File: src/rtl/dac_loader_pkg.sv
package dac_loader_pkg;

  typedef enum logic [2:0] {
    ST_IDLE,
    ST_LOW,
    ST_HIGH,
    ST_LOAD,
    ST_DONE
  } ld_state_e;

  function automatic int max_of(input int a, input int b);
    return (a > b) ? a : b;
  endfunction

endpackage

File: src/rtl/dac_phase_timer.sv
module dac_phase_timer #(
  parameter int CNT_W = 4
) (
  input  logic             clk,
  input  logic             rst_n,
  input  logic             load,
  input  logic [CNT_W-1:0] load_val,
  output logic             expired
);

  logic [CNT_W-1:0] cnt_q, cnt_d;

  always_comb begin
    cnt_d = cnt_q;
    if (load)              cnt_d = load_val;
    else if (cnt_q != '0)  cnt_d = cnt_q - 1'b1;
  end

  always_ff @(posedge clk or negedge rst_n) begin
    if (!rst_n) cnt_q <= '0;
    else        cnt_q <= cnt_d;
  end

  assign expired = (cnt_q == '0);

endmodule

File: src/rtl/dac_word_shifter.sv
module dac_word_shifter #(
  parameter int WORD_W = 12
) (
  input  logic              clk,
  input  logic              rst_n,
  input  logic              load,
  input  logic              shift,
  input  logic [WORD_W-1:0] code,
  output logic              sdo,
  output logic              last
);

  localparam int IDX_W = $clog2(WORD_W + 1);

  logic [WORD_W-1:0] word_q, word_d;
  logic [IDX_W-1:0]  idx_q, idx_d;

  always_comb begin
    word_d = word_q;
    idx_d  = idx_q;
    if (load) begin
      word_d = code;
      idx_d  = '0;
    end else if (shift) begin
      word_d = {word_q[WORD_W-2:0], 1'b0};
      idx_d  = idx_q + 1'b1;
    end
  end

  always_ff @(posedge clk or negedge rst_n) begin
    if (!rst_n) begin
      word_q <= '0;
      idx_q  <= '0;
    end else begin
      word_q <= word_d;
      idx_q  <= idx_d;
    end
  end

  assign sdo  = word_q[WORD_W-1];
  assign last = (idx_q == IDX_W'(WORD_W - 1));

  // the controller never asks for a shift past the last bit
  p_idx_bound_r2: assert property (@(posedge clk) disable iff (!rst_n)
    idx_q < IDX_W'(WORD_W));

endmodule

File: src/rtl/serial_dac_loader.sv
module serial_dac_loader
  import dac_loader_pkg::*;
#(
  parameter int WORD_W    = 12,
  parameter int LOW_CYC   = 2,
  parameter int HIGH_CYC  = 2,
  parameter int SETUP_CYC = 1,
  parameter int HOLD_CYC  = 1,
  parameter int LOAD_CYC  = 2
) (
  input  logic              clk,
  input  logic              rst_n,
  input  logic              start,
  input  logic [WORD_W-1:0] code,
  output logic              dac_sclk,
  output logic              dac_sdi,
  output logic              dac_ld_n,
  output logic              busy,
  output logic              done
);

  localparam int LOW_N  = max_of(LOW_CYC, SETUP_CYC);
  localparam int HIGH_N = max_of(HIGH_CYC, HOLD_CYC);
  localparam int LONG_N = max_of(max_of(LOW_N, HIGH_N), LOAD_CYC);
  localparam int CNT_W  = $clog2(LONG_N + 1);

  ld_state_e        state_q, state_d;
  logic             tmr_load, tmr_exp;
  logic [CNT_W-1:0] tmr_val;
  logic             sh_load, sh_shift, sh_last;

  always_comb begin
    state_d  = state_q;
    tmr_load = 1'b0;
    tmr_val  = '0;
    sh_load  = 1'b0;
    sh_shift = 1'b0;
    unique case (state_q)
      ST_IDLE: if (start) begin
        state_d  = ST_LOW;
        tmr_load = 1'b1;
        tmr_val  = CNT_W'(LOW_N - 1);
        sh_load  = 1'b1;
      end
      ST_LOW: if (tmr_exp) begin
        state_d  = ST_HIGH;
        tmr_load = 1'b1;
        tmr_val  = CNT_W'(HIGH_N - 1);
      end
      ST_HIGH: if (tmr_exp) begin
        tmr_load = 1'b1;
        if (sh_last) begin
          state_d = ST_LOAD;
          tmr_val = CNT_W'(LOAD_CYC - 1);
        end else begin
          state_d  = ST_LOW;
          tmr_val  = CNT_W'(LOW_N - 1);
          sh_shift = 1'b1;
        end
      end
      ST_LOAD: if (tmr_exp) state_d = ST_DONE;
      ST_DONE: state_d = ST_IDLE;
      default: state_d = ST_IDLE;
    endcase
  end

  always_ff @(posedge clk or negedge rst_n) begin
    if (!rst_n) state_q <= ST_IDLE;
    else        state_q <= state_d;
  end

  dac_phase_timer #(.CNT_W(CNT_W)) u_timer (
    .clk      (clk),
    .rst_n    (rst_n),
    .load     (tmr_load),
    .load_val (tmr_val),
    .expired  (tmr_exp)
  );

  dac_word_shifter #(.WORD_W(WORD_W)) u_shifter (
    .clk   (clk),
    .rst_n (rst_n),
    .load  (sh_load),
    .shift (sh_shift),
    .code  (code),
    .sdo   (dac_sdi),
    .last  (sh_last)
  );

  assign dac_sclk = (state_q == ST_HIGH);
  assign dac_ld_n = (state_q != ST_LOAD);
  assign busy     = (state_q == ST_LOW) || (state_q == ST_HIGH) || (state_q == ST_LOAD);
  assign done     = (state_q == ST_DONE);

  // serial clock rests low for the whole strobe
  p_ld_sclk_low_r6: assert property (@(posedge clk) disable iff (!rst_n)
    !dac_ld_n |-> !dac_sclk);

  // data from the shifter holds still across a high phase
  p_sdi_hold_r4: assert property (@(posedge clk) disable iff (!rst_n)
    (dac_sclk && $past(dac_sclk)) |-> $stable(dac_sdi));

  // done lasts one cycle and follows a strobe
  p_done_pulse_r7: assert property (@(posedge clk) disable iff (!rst_n)
    done |=> !done);
  p_done_after_ld_r7: assert property (@(posedge clk) disable iff (!rst_n)
    $rose(done) |-> !$past(dac_ld_n));

  // busy drops only into the done pulse
  p_busy_end_r7: assert property (@(posedge clk) disable iff (!rst_n)
    busy |=> (busy || done));

  // lines at rest outside a transfer
  p_idle_lines_r9: assert property (@(posedge clk) disable iff (!rst_n)
    !busy |-> (!dac_sclk && dac_ld_n));

endmodule

File: config.mk
export PLATFORM = sky130hd
export DESIGN_NAME = serial_dac_loader
export DESIGN_NICKNAME = d
export VERILOG_FILES = /design/src/rtl/dac_loader_pkg.sv /design/src/rtl/dac_phase_timer.sv /design/src/rtl/dac_word_shifter.sv /design/src/rtl/serial_dac_loader.sv
export SDC_FILE = /design/constraint.sdc
export NUM_CORES = 1
export LEC_CHECK = 0
export CORE_ASPECT_RATIO = 1.1
export CORE_MARGIN = 10
export CORE_UTILIZATION = 45
export CTS_BUF_LIST = sky130_fd_sc_hd__clkbuf_4 sky130_fd_sc_hd__clkbuf_8 sky130_fd_sc_hd__clkbuf_16
export CTS_CLUSTER_DIAMETER = 120
export DETAILED_ROUTE_END_ITERATION = 8
export GPL_ROUTABILITY_DRIVEN = 1
export PLACE_DENSITY = 0.7
export SYNTH_ARGS = -nofsm -noshare
export SYNTH_HDL_FRONTEND = slang
export SYNTH_SLANG_ARGS = --single-unit
File: constraint.sdc
create_clock -name clk -period 1.95 [get_ports clk]
set_input_delay 0.39 -clock clk [delete_from_list [all_inputs] [get_ports clk]]
set_output_delay 0.39 -clock clk [all_outputs]
set_load 0.02 [all_outputs]
==> results of run 1 <==
## registers in the layout, summed over array words and instances (netlist names)
| register | flops |
|---|---|
| state_q | 3 |
| u_timer.cnt_q | 2 |
| u_shifter.word_q | 12 |
| u_shifter.idx_q | 4 |
## power by group
part           total (mW)  switching (mW)  internal [mW]
clock network       0.220           0.126         0.0937
registers           0.721           0.107          0.615
logic               0.765           0.384          0.381
total                1.71           0.617           1.09
## worst reg2reg max path, cell delays in order, from the launching register on
cell and delay [ps]:
dfrtp_1 450, buf_4 180, and4bb_4 340, nand2_2 60, or3_1 320, a21oi_2 120
## cell families after synthesis
| logic type | Yosys count |
|---|---|
| fa+ha+maj | 2 |
| buf+inv | 8 |
| flops | 21 |
| simple gates | 37 |
| xor+xnor | 3 |
| compound gates | 17 |
| mux | 14 |
## metrics by stage
step	util	setup slack, ps	hold WS, ps	instances	instance area (µm²)
6_report	0.594	146	416	156	1340
5_1_grt	0.594	71.9	424	156	1340
4_1_cts	0.594	134	418	156	1340
3_5_place_dp	0.583	229	515	152	1310
3_3_place_gp	0.583	272	501	152	1310
2_1_floorplan	-	416	94.4	102	1070
## Yosys cell counts, drive strengths merged
library cell / number
o32ai: 1
and4bb: 1
nand2: 19
nand4: 1
mux2i: 13
clkbuf: 1
and2: 1
inv: 2
nor2: 6
a21oi: 2
xor2: 3
nand3b: 2
o21ai: 14
and2b: 3
dfrtp: 21
ha: 2
or3: 1
buf: 5
and3: 1
nor4b: 1
mux2: 1
nand2b: 1
## metal layers
layer,share of wire,global-route usage,vias to the layer above
met5,0,0,-
met1,0.44,0.101,366
li1,-,-,394
met4,0.024,0.0490,0
met3,0.052,0.0315,5
met2,0.49,0.143,16
## path summary, 6_finish.rpt
| path | end | start |
|---|---|---|
| worst max-delay path | dac_sclk | state_q[1]$_DFFE_PN0P_ |
| worst min-delay path | u_timer.cnt_q[1]$_DFFE_PN0P_ | rst_n |
| worst max register to register | u_shifter.idx_q[2]$_DFFE_PN0P_ | state_q[0]$_DFFE_PN0P_ |
| worst min register to register | u_shifter.word_q[0]$_DFFE_PN0P_ | u_shifter.word_q[0]$_DFFE_PN0P_ |
| max in group asynchronous | u_shifter.word_q[2]$_DFFE_PN0P_ | rst_n |
| min in group clk | u_shifter.word_q[0]$_DFFE_PN0P_ | u_shifter.word_q[0]$_DFFE_PN0P_ |
## layout make-up
type | instances | area, µm² | area share
Multi-Input combinational cell | 73 | 500 | 0.374
Clock buffer | 4 | 30.0 | 0.0224
Inverter | 2 | 7.51 | 0.00561
Timing Repair Buffer | 26 | 238 | 0.178
Sequential cell | 21 | 526 | 0.393
Tap cell | 30 | 37.5 | 0.0280
## cells in the final DEF, fill, tap and decap left out
master / netlist / routed
and2b_2: 1 / 1
clkbuf_4: 0 / 4
nand4_1: 1 / 1
a21oi_1: 1 / 1
inv_1: 2 / 2
nand2b_1: 1 / 1
xor2_1: 3 / 3
nand2_1: 17 / 17
mux2_1: 1 / 1
and2_1: 1 / 1
o32ai_1: 1 / 1
nor4b_4: 0 / 1
dfrtp_1: 21 / 21
o21ai_0: 1 / 1
nand2_2: 1 / 1
clkdlybuf4s50_1: 0 / 15
nor2_1: 6 / 6
dlygate4sd2_1: 0 / 4
and4bb_4: 1 / 1
nand2_4: 1 / 1
and3_2: 1 / 1
mux2i_1: 13 / 13
a21oi_2: 1 / 1
buf_4: 1 / 7
ha_1: 2 / 2
o21ai_1: 13 / 13
nand3b_1: 2 / 2
and2b_1: 2 / 2
or3_1: 1 / 1
==> impl_metrics.toml, run 1 <==
[outcome]
outcome = "complete, no violations"

[synthesis]
yosysTopAreaCellShare = 0.490
synth_simple_gate_area_frac = 0.193
seq_area_frac_synth = 0.490
synthCells = 102
ys_ff_latch = 21
yosys.area_share.adder = 0.0233
postSynthAreaPerCell_um2 = 10.5
synth_compound_area_frac = 0.0863
synth_xor_area_frac = 0.0245
synth_top_family_by_area = "simple AND/OR/NAND/NOR gates"
ys_types = 30
synth_mux_area_frac = 0.132
synth_top_area_cell = "dfrtp_1"
synth.top_cells.by_area = "dfrtp_1 49%, mux2i_1 12%, o21ai_1 6.1%, nand2_1 6.0%, xor2_1 2.5%"
syn_area_mm2 = 0.00107
ys_warn_count = 0
syn-num-nets = 119

[global_route]
grt_pass1_wl_um = 3430
grt_pass1_vias = 833
track_usage = 0.0898
antenna_found_initial = 0
grt_max_degree = 22
grt-ovfl-total = 0

[floorplanning]
start_util = 0.476
num_rows = 18
core_mm2 = 0.00225
dieArea_mm2 = 0.00474
ios = 20
die-height_um = 71.2
die_x_um = 66.5

[sta]
finalSetupViolations = 0
hold_viol = 0
tightest_slew_ps = 262
max_freq_mhz = 554
finalCritPeriodShare = 0.925
slew_violations = 0
fin_skew_ps = 2.56
slew_headroom = 0.825
rsz0062_at_grt = "no"
min_period_ps = 1800
fin_setup_tns_ps = 0

[clock_tree]
cts_tree = "yes"
cts_buffers = 3
cts_resized = 4
postCtsHoldBufs = 0
htree_levels = 1
cts_setup_buffers = 0
clockRootBuffer = "clkbuf_4"
clk_path_buf_depth = 2
clk_pin_slew_worst_paths_ps = 110
clock_latency_ps = 300
cts.sinks = 21

[finish]
nets = 144
area_growth_pct = 24.9
num_antenna_cells = 0
fillerInstances = 200
drive_gt1_frac = 0.143

[worst_setup_path]
critPathBufInv = 1
cp_data_required_time_ps = 1560
cp_num_cells = 3
reg2reg_slack_ps = 420
worstSetupStartpointType = "flop"
crit_path_max_incr_delay_ps = 420
cp_cell_sequence = "and2b_1 -> and2b_2 -> dlygate4sd2_1"
cp_max_fo = 3
critPathTopFamily = "flip-flops"
cp-end-kind = "output pin"
r2r_cells = 5
crit_type = "reg2out"
arrival_ps = 1410
worst_path_max_delay_cell = "dfrtp_1"

[power_and_ir_drop]
power.density_mw_per_mm2 = 1270
total_power_mw = 1.71
ir_drop_uv = 625
p_leak_nw = 0.672

[placed_design]
place.gp.congestion = 0.739
port_buffers = 19
hpwl_um = 1470

[routing]
drtIter0Drc = 24
dr.pass1.iters = 4
vias = 781
drc_errors = 0
wirelength_um = 1860
drt-wirelength-per-cell_um = 11.9
detail-route-antenna-nets = 0
viasPerCell = 5.01

[flow_run]
maxCapViolCount = 0

[hold_path]
hold_path.class = "in2async"
No activity file was read; power rests on OpenSTA's default activity.
==> run 2, diff against run 1 <==
--- a/config.mk
+++ b/config.mk
@@ -8,7 +8,7 @@
 export CORE_ASPECT_RATIO = 1.1
 export CORE_MARGIN = 10
 export CORE_UTILIZATION = 45
-export CTS_BUF_LIST = sky130_fd_sc_hd__clkbuf_4 sky130_fd_sc_hd__clkbuf_8 sky130_fd_sc_hd__clkbuf_16
+export CTS_BUF_LIST = sky130_fd_sc_hd__clkbuf_16
 export CTS_CLUSTER_DIAMETER = 120
 export DETAILED_ROUTE_END_ITERATION = 8
 export GPL_ROUTABILITY_DRIVEN = 1
==> run 2 against run 1 <==
Register-to-register slack hardly changed; clock power is 91% higher; critical path depth stayed put; die area stayed put; cell count stayed put; worst setup slack better by 73 ps; sequential share of layout area is 1.6 points lower; via count is 0.77% higher; design area is 4.2% higher; power is 13% higher; first-iteration DRC count is 42% higher; critical path type unchanged; critical endpoint unchanged; largest cell class unchanged; highest routed layer unchanged.
==> impl_metrics.toml, run 2 (synthesis results as in run 1) <==
[finish]
nets = 144
drive_gt1_frac = 0.135
area_growth_pct = 30.1
largest_reg_flops = 12
top_register = "u_shifter.word_q"
num_antenna_cells = 0
final_common_cell = "dfrtp_1"
fillerInstances = 192
layout_common_cells = "21 x dfrtp_1, 17 x nand2_1, 15 x clkdlybuf4s50_1, 13 x mux2i_1, 13 x o21ai_1"
reg_top3 = "u_shifter.word_q: 12 flops, u_shifter.idx_q: 4 flops, state_q: 3 flops"
final_util = 0.619

[sta]
hold_viol = 0
fin_skew_ps = 1.91
finalCritPeriodShare = 0.888
rsz0062_at_grt = "no"
slew_headroom = 0.822
min_period_ps = 1730
finalSetupViolations = 0
fin_setup_tns_ps = 0
max_freq_mhz = 578
slew_violations = 0
hold_slack_ps = 480
tightest_slew_ps = 266

[worst_setup_path]
critPathBufInv = 1
critPathTopFamily = "flip-flops"
cp_cell_sequence = "and2b_1 -> and2b_2 -> dlygate4sd2_1"
worstSetupStartpointType = "flop"
crit_path_max_incr_delay_ps = 390
worst_path_max_delay_cell = "dfrtp_1"
arrival_ps = 1340
crit_type = "reg2out"
cp-end-kind = "output pin"
cp_max_fo = 3
cp_data_required_time_ps = 1560

[clock_tree]
postCtsHoldBufs = 0
clockRootBuffer = "clkbuf_16"
cts.sinks = 21
cts_buffers = 3
cts_setup_buffers = 0
clk_path_buf_depth = 2
clk_pin_slew_worst_paths_ps = 50
clock_latency_ps = 250
htree_levels = 1
cts_tree = "yes"

[flow_run]
maxCapViolCount = 0

[routing]
drtIter0Drc = 34
vias = 787
wirelength_um = 1990
dr.pass1.iters = 4
detail-route-antenna-nets = 0
drc_errors = 0
drt-wirelength-per-cell_um = 12.8
viasPerCell = 5.04

[placed_design]
port_buffers = 19
place.gp.congestion = 0.739
hpwl_um = 1470

[power_and_ir_drop]
ir_drop_uv = 675
p_leak_nw = 0.705
power.density_mw_per_mm2 = 1390

[floorplanning]
num_rows = 18
start_util = 0.476
die-height_um = 71.2
ios = 20
die_x_um = 66.5
dieArea_mm2 = 0.00474
core_mm2 = 0.00225

[outcome]
outcome = "complete, no violations"

[global_route]
antenna_found_initial = 0
grt_max_degree = 22
grt-ovfl-total = 0
grt_pass1_vias = 835
track_usage = 0.0923
grt_pass1_wl_um = 3540

[hold_path]
hold_path.class = "in2async"
==> run 2: what timing repair did <==
item	CTS	global route
resized for setup	2	2
endpoints found under the setup margin	2	2
gates cloned	0	0
==> run 2: where the power goes <==
part	total, mW	internal, mW	switching [mW]	leakage, nW
sequential	0.725	0.617	0.107	0.265
clock	0.420	0.273	0.148	0.0423
combinational	0.790	0.394	0.396	0.398
total	1.93	1.28	0.651	0.705
==> run 2: cell type report <==
class | instances | area, µm² | share of cell area
inverters | 2 | 7.51 | 0.00538
well taps | 30 | 37.5 | 0.0269
flip-flops and latches | 21 | 526 | 0.377
multi-input cells | 73 | 500 | 0.359
clock buffers | 3 | 75.1 | 0.0538
clock inverters | 1 | 3.75 | 0.00269
repair buffers | 26 | 245 | 0.176
==> run 2: metal layers <==
layer / wire length (µm) / global-route usage
met5: 0 / 0
met4: 26 / 0.0350
met3: 117 / 0.0362
met2: 985 / 0.150
met1: 861 / 0.105
==> run 2: final timing paths <==
kind                                                    end  slack [ps]  depth (start not counted)                    startpoint
max                                                dac_sclk         220                          3        state_q[1]$_DFFE_PN0P_
min                          u_shifter.idx_q[2]$_DFFE_PN0P_         480                          2                         rst_n
max reg2reg                 u_shifter.word_q[9]$_DFFE_PN0P_         420                          5        state_q[0]$_DFFE_PN0P_
min reg2reg                    u_timer.cnt_q[0]$_DFFE_PN0P_         520                          2  u_timer.cnt_q[0]$_DFFE_PN0P_
max in group asynchronous  u_shifter.word_q[11]$_DFFE_PN0P_        1250                          2                         rst_n
min in group clk               u_timer.cnt_q[0]$_DFFE_PN0P_         520                          2  u_timer.cnt_q[0]$_DFFE_PN0P_
==> run 2: stage by stage <==
stage          worst slack [ps]  instance area [µm²]  instances  power, mW
2_1_floorplan               416                 1070        102       1.28
3_3_place_gp                272                 1310        152       1.50
3_5_place_dp                229                 1310        152       1.54
4_1_cts                    44.2                 1390        156       1.96
5_1_grt                     159                 1400        156       2.10
6_report                    219                 1400        156       1.93
==> run 2: worst reg2reg max path: stages, from the launching register on <==
cell,delay [ps]
dfrtp_1,430
buf_4,180
and4bb_4,340
nand2_4,160
mux2i_1,210
o21ai_1,90
==> run 3, diff against run 2 <==
--- a/config.mk
+++ b/config.mk
@@ -12,6 +12,7 @@
 export CTS_CLUSTER_DIAMETER = 120
 export DETAILED_ROUTE_END_ITERATION = 8
 export GPL_ROUTABILITY_DRIVEN = 1
+export GPL_TIMING_DRIVEN = 0
 export PLACE_DENSITY = 0.7
 export SYNTH_ARGS = -nofsm -noshare
 export SYNTH_HDL_FRONTEND = slang
==> run 3 against run 2 <==
Worst setup slack worse by 140 ps; global-route usage rose by 1.0 points; fmax is 7.3% lower; design area down 1.2%; highest routed layer unchanged; sequential power grew 1%; sequential share of layout area up 0.63 points; routed wire length up 7.0%; hold slack better by 44 ps; critical path depth increased by 1; clock skew fell by 0.75 ps; combinational power fell by 3.9%.
==> impl_metrics.toml, run 3 (synthesis results as in run 1) <==
[sta]
tightest_slew_ps = 922
min_period_ps = 1870
finalSetupViolations = 0
slew_headroom = 0.384
max_freq_mhz = 535
fin_setup_tns_ps = 0
hold_viol = 0
rsz0062_at_grt = "no"
slew_violations = 0
fin_skew_ps = 1.16
finalCritPeriodShare = 0.958

[finish]
top_register = "u_shifter.word_q"
nets = 143
largest_reg_flops = 12
final_common_cell = "dfrtp_1"
num_antenna_cells = 0
fillerInstances = 210
layout_common_cells = "19 x dfrtp_1, 17 x nand2_1, 16 x clkdlybuf4s50_1, 13 x mux2i_1, 13 x o21ai_1"
final_util = 0.612
reg_top3 = "u_shifter.word_q: 12 flops, u_shifter.idx_q: 4 flops, state_q: 3 flops"
area_growth_pct = 28.6
drive_gt1_frac = 0.144

[hold_path]
hold_path.class = "reg2reg"

[power_and_ir_drop]
p_leak_nw = 0.681
power.density_mw_per_mm2 = 1390
ir_drop_uv = 796

[global_route]
grt_max_degree = 22
antenna_found_initial = 0
track_usage = 0.103
grt_pass1_wl_um = 3900
grt-ovfl-total = 0
grt_pass1_vias = 891

[worst_setup_path]
crit_type = "reg2out"
cp-end-kind = "output pin"
worstSetupStartpointType = "flop"
cp_max_fo = 10
arrival_ps = 1480
cp_data_required_time_ps = 1560

[clock_tree]
cts.sinks = 21
cts_tree = "yes"
clk_pin_slew_worst_paths_ps = 60
htree_levels = 1
cts_setup_buffers = 0
postCtsHoldBufs = 0
clk_path_buf_depth = 2
cts_resized = 4
clock_latency_ps = 250
cts_buffers = 3
clockRootBuffer = "clkbuf_16"

[routing]
detail-route-antenna-nets = 0
vias = 789
drt-wirelength-per-cell_um = 13.7
dr.pass1.iters = 4
drc_errors = 0
wirelength_um = 2130
viasPerCell = 5.09
drtIter0Drc = 24

[floorplanning]
ios = 20
core_mm2 = 0.00225
num_rows = 18
die-height_um = 71.2
start_util = 0.476
die_x_um = 66.5
dieArea_mm2 = 0.00474

[flow_run]
maxCapViolCount = 0

[outcome]
outcome = "complete, no violations"

[placed_design]
place.gp.congestion = 0.740
hpwl_um = 1510
port_buffers = 19
==> run 3: area by class of cell <==
type	count	area (µm²)	share of cell area
Buffer	6	47.5	0.0345
Clock buffer	3	75.1	0.0544
Clock inverter	1	5.00	0.00363
Inverter	2	7.51	0.00544
Multi-Input combinational cell	73	492	0.357
Sequential cell	21	528	0.383
Tap cell	30	37.5	0.0272
Timing Repair Buffer	19	186	0.135
==> run 3: worst paths after layout <==
check                                        startpoint                               to  cells past startpoint  slack [ps]
setup / recovery                 state_q[0]$_DFFE_PN0P_                             busy                      4          80
hold reg to reg            u_timer.cnt_q[0]$_DFFE_PN0P_     u_timer.cnt_q[0]$_DFFE_PN0P_                      2         520
max in group asynchronous                         rst_n           state_q[1]$_DFFE_PN0P_                      1         670
setup reg to reg           u_timer.cnt_q[0]$_DFFE_PN0P_  u_shifter.word_q[9]$_DFFE_PN0P_                      8         290
min in group asynchronous                         rst_n           state_q[2]$_DFFE_PN0P_                      1         660
hold / removal             u_timer.cnt_q[0]$_DFFE_PN0P_     u_timer.cnt_q[0]$_DFFE_PN0P_                      2         520
==> run 3: power breakdown <==
part	total (mW)	internal (mW)	switching (mW)	leakage (nW)
clock network	0.428	0.275	0.153	0.0409
registers	0.735	0.620	0.115	0.262
logic	0.759	0.372	0.386	0.378
==> run 3: stage by stage <==
step                std cells  cell area, µm²  hold slack, ps  setup WS (ps)  total power [mW]
finish                    155            1380             524           81.7              1.92
global route              155            1380             562           11.0              2.09
CTS                       155            1380             528           28.0              1.95
detailed placement        151            1300             510            132              1.51
global placement          151            1300             499            131              1.48
floorplan                 102            1070            94.4            416              1.28
==> run 3: layer usage <==
metal	vias up	routed length, µm	share of wire	track usage
met2	16	1040	0.49	0.167
met4	0	39	0.018	0.0420
met3	5	127	0.060	0.0362
met1	375	921	0.43	0.118
met5	-	0	0	0
li1	393	-	-	-
==> run 3: worst max-delay path: stages, from the launching register on <==
cell	delay [ps]
dfrtp_1	340
buf_6	130
nor2_1	60
nor2_1	90
clkdlybuf4s50_1	620
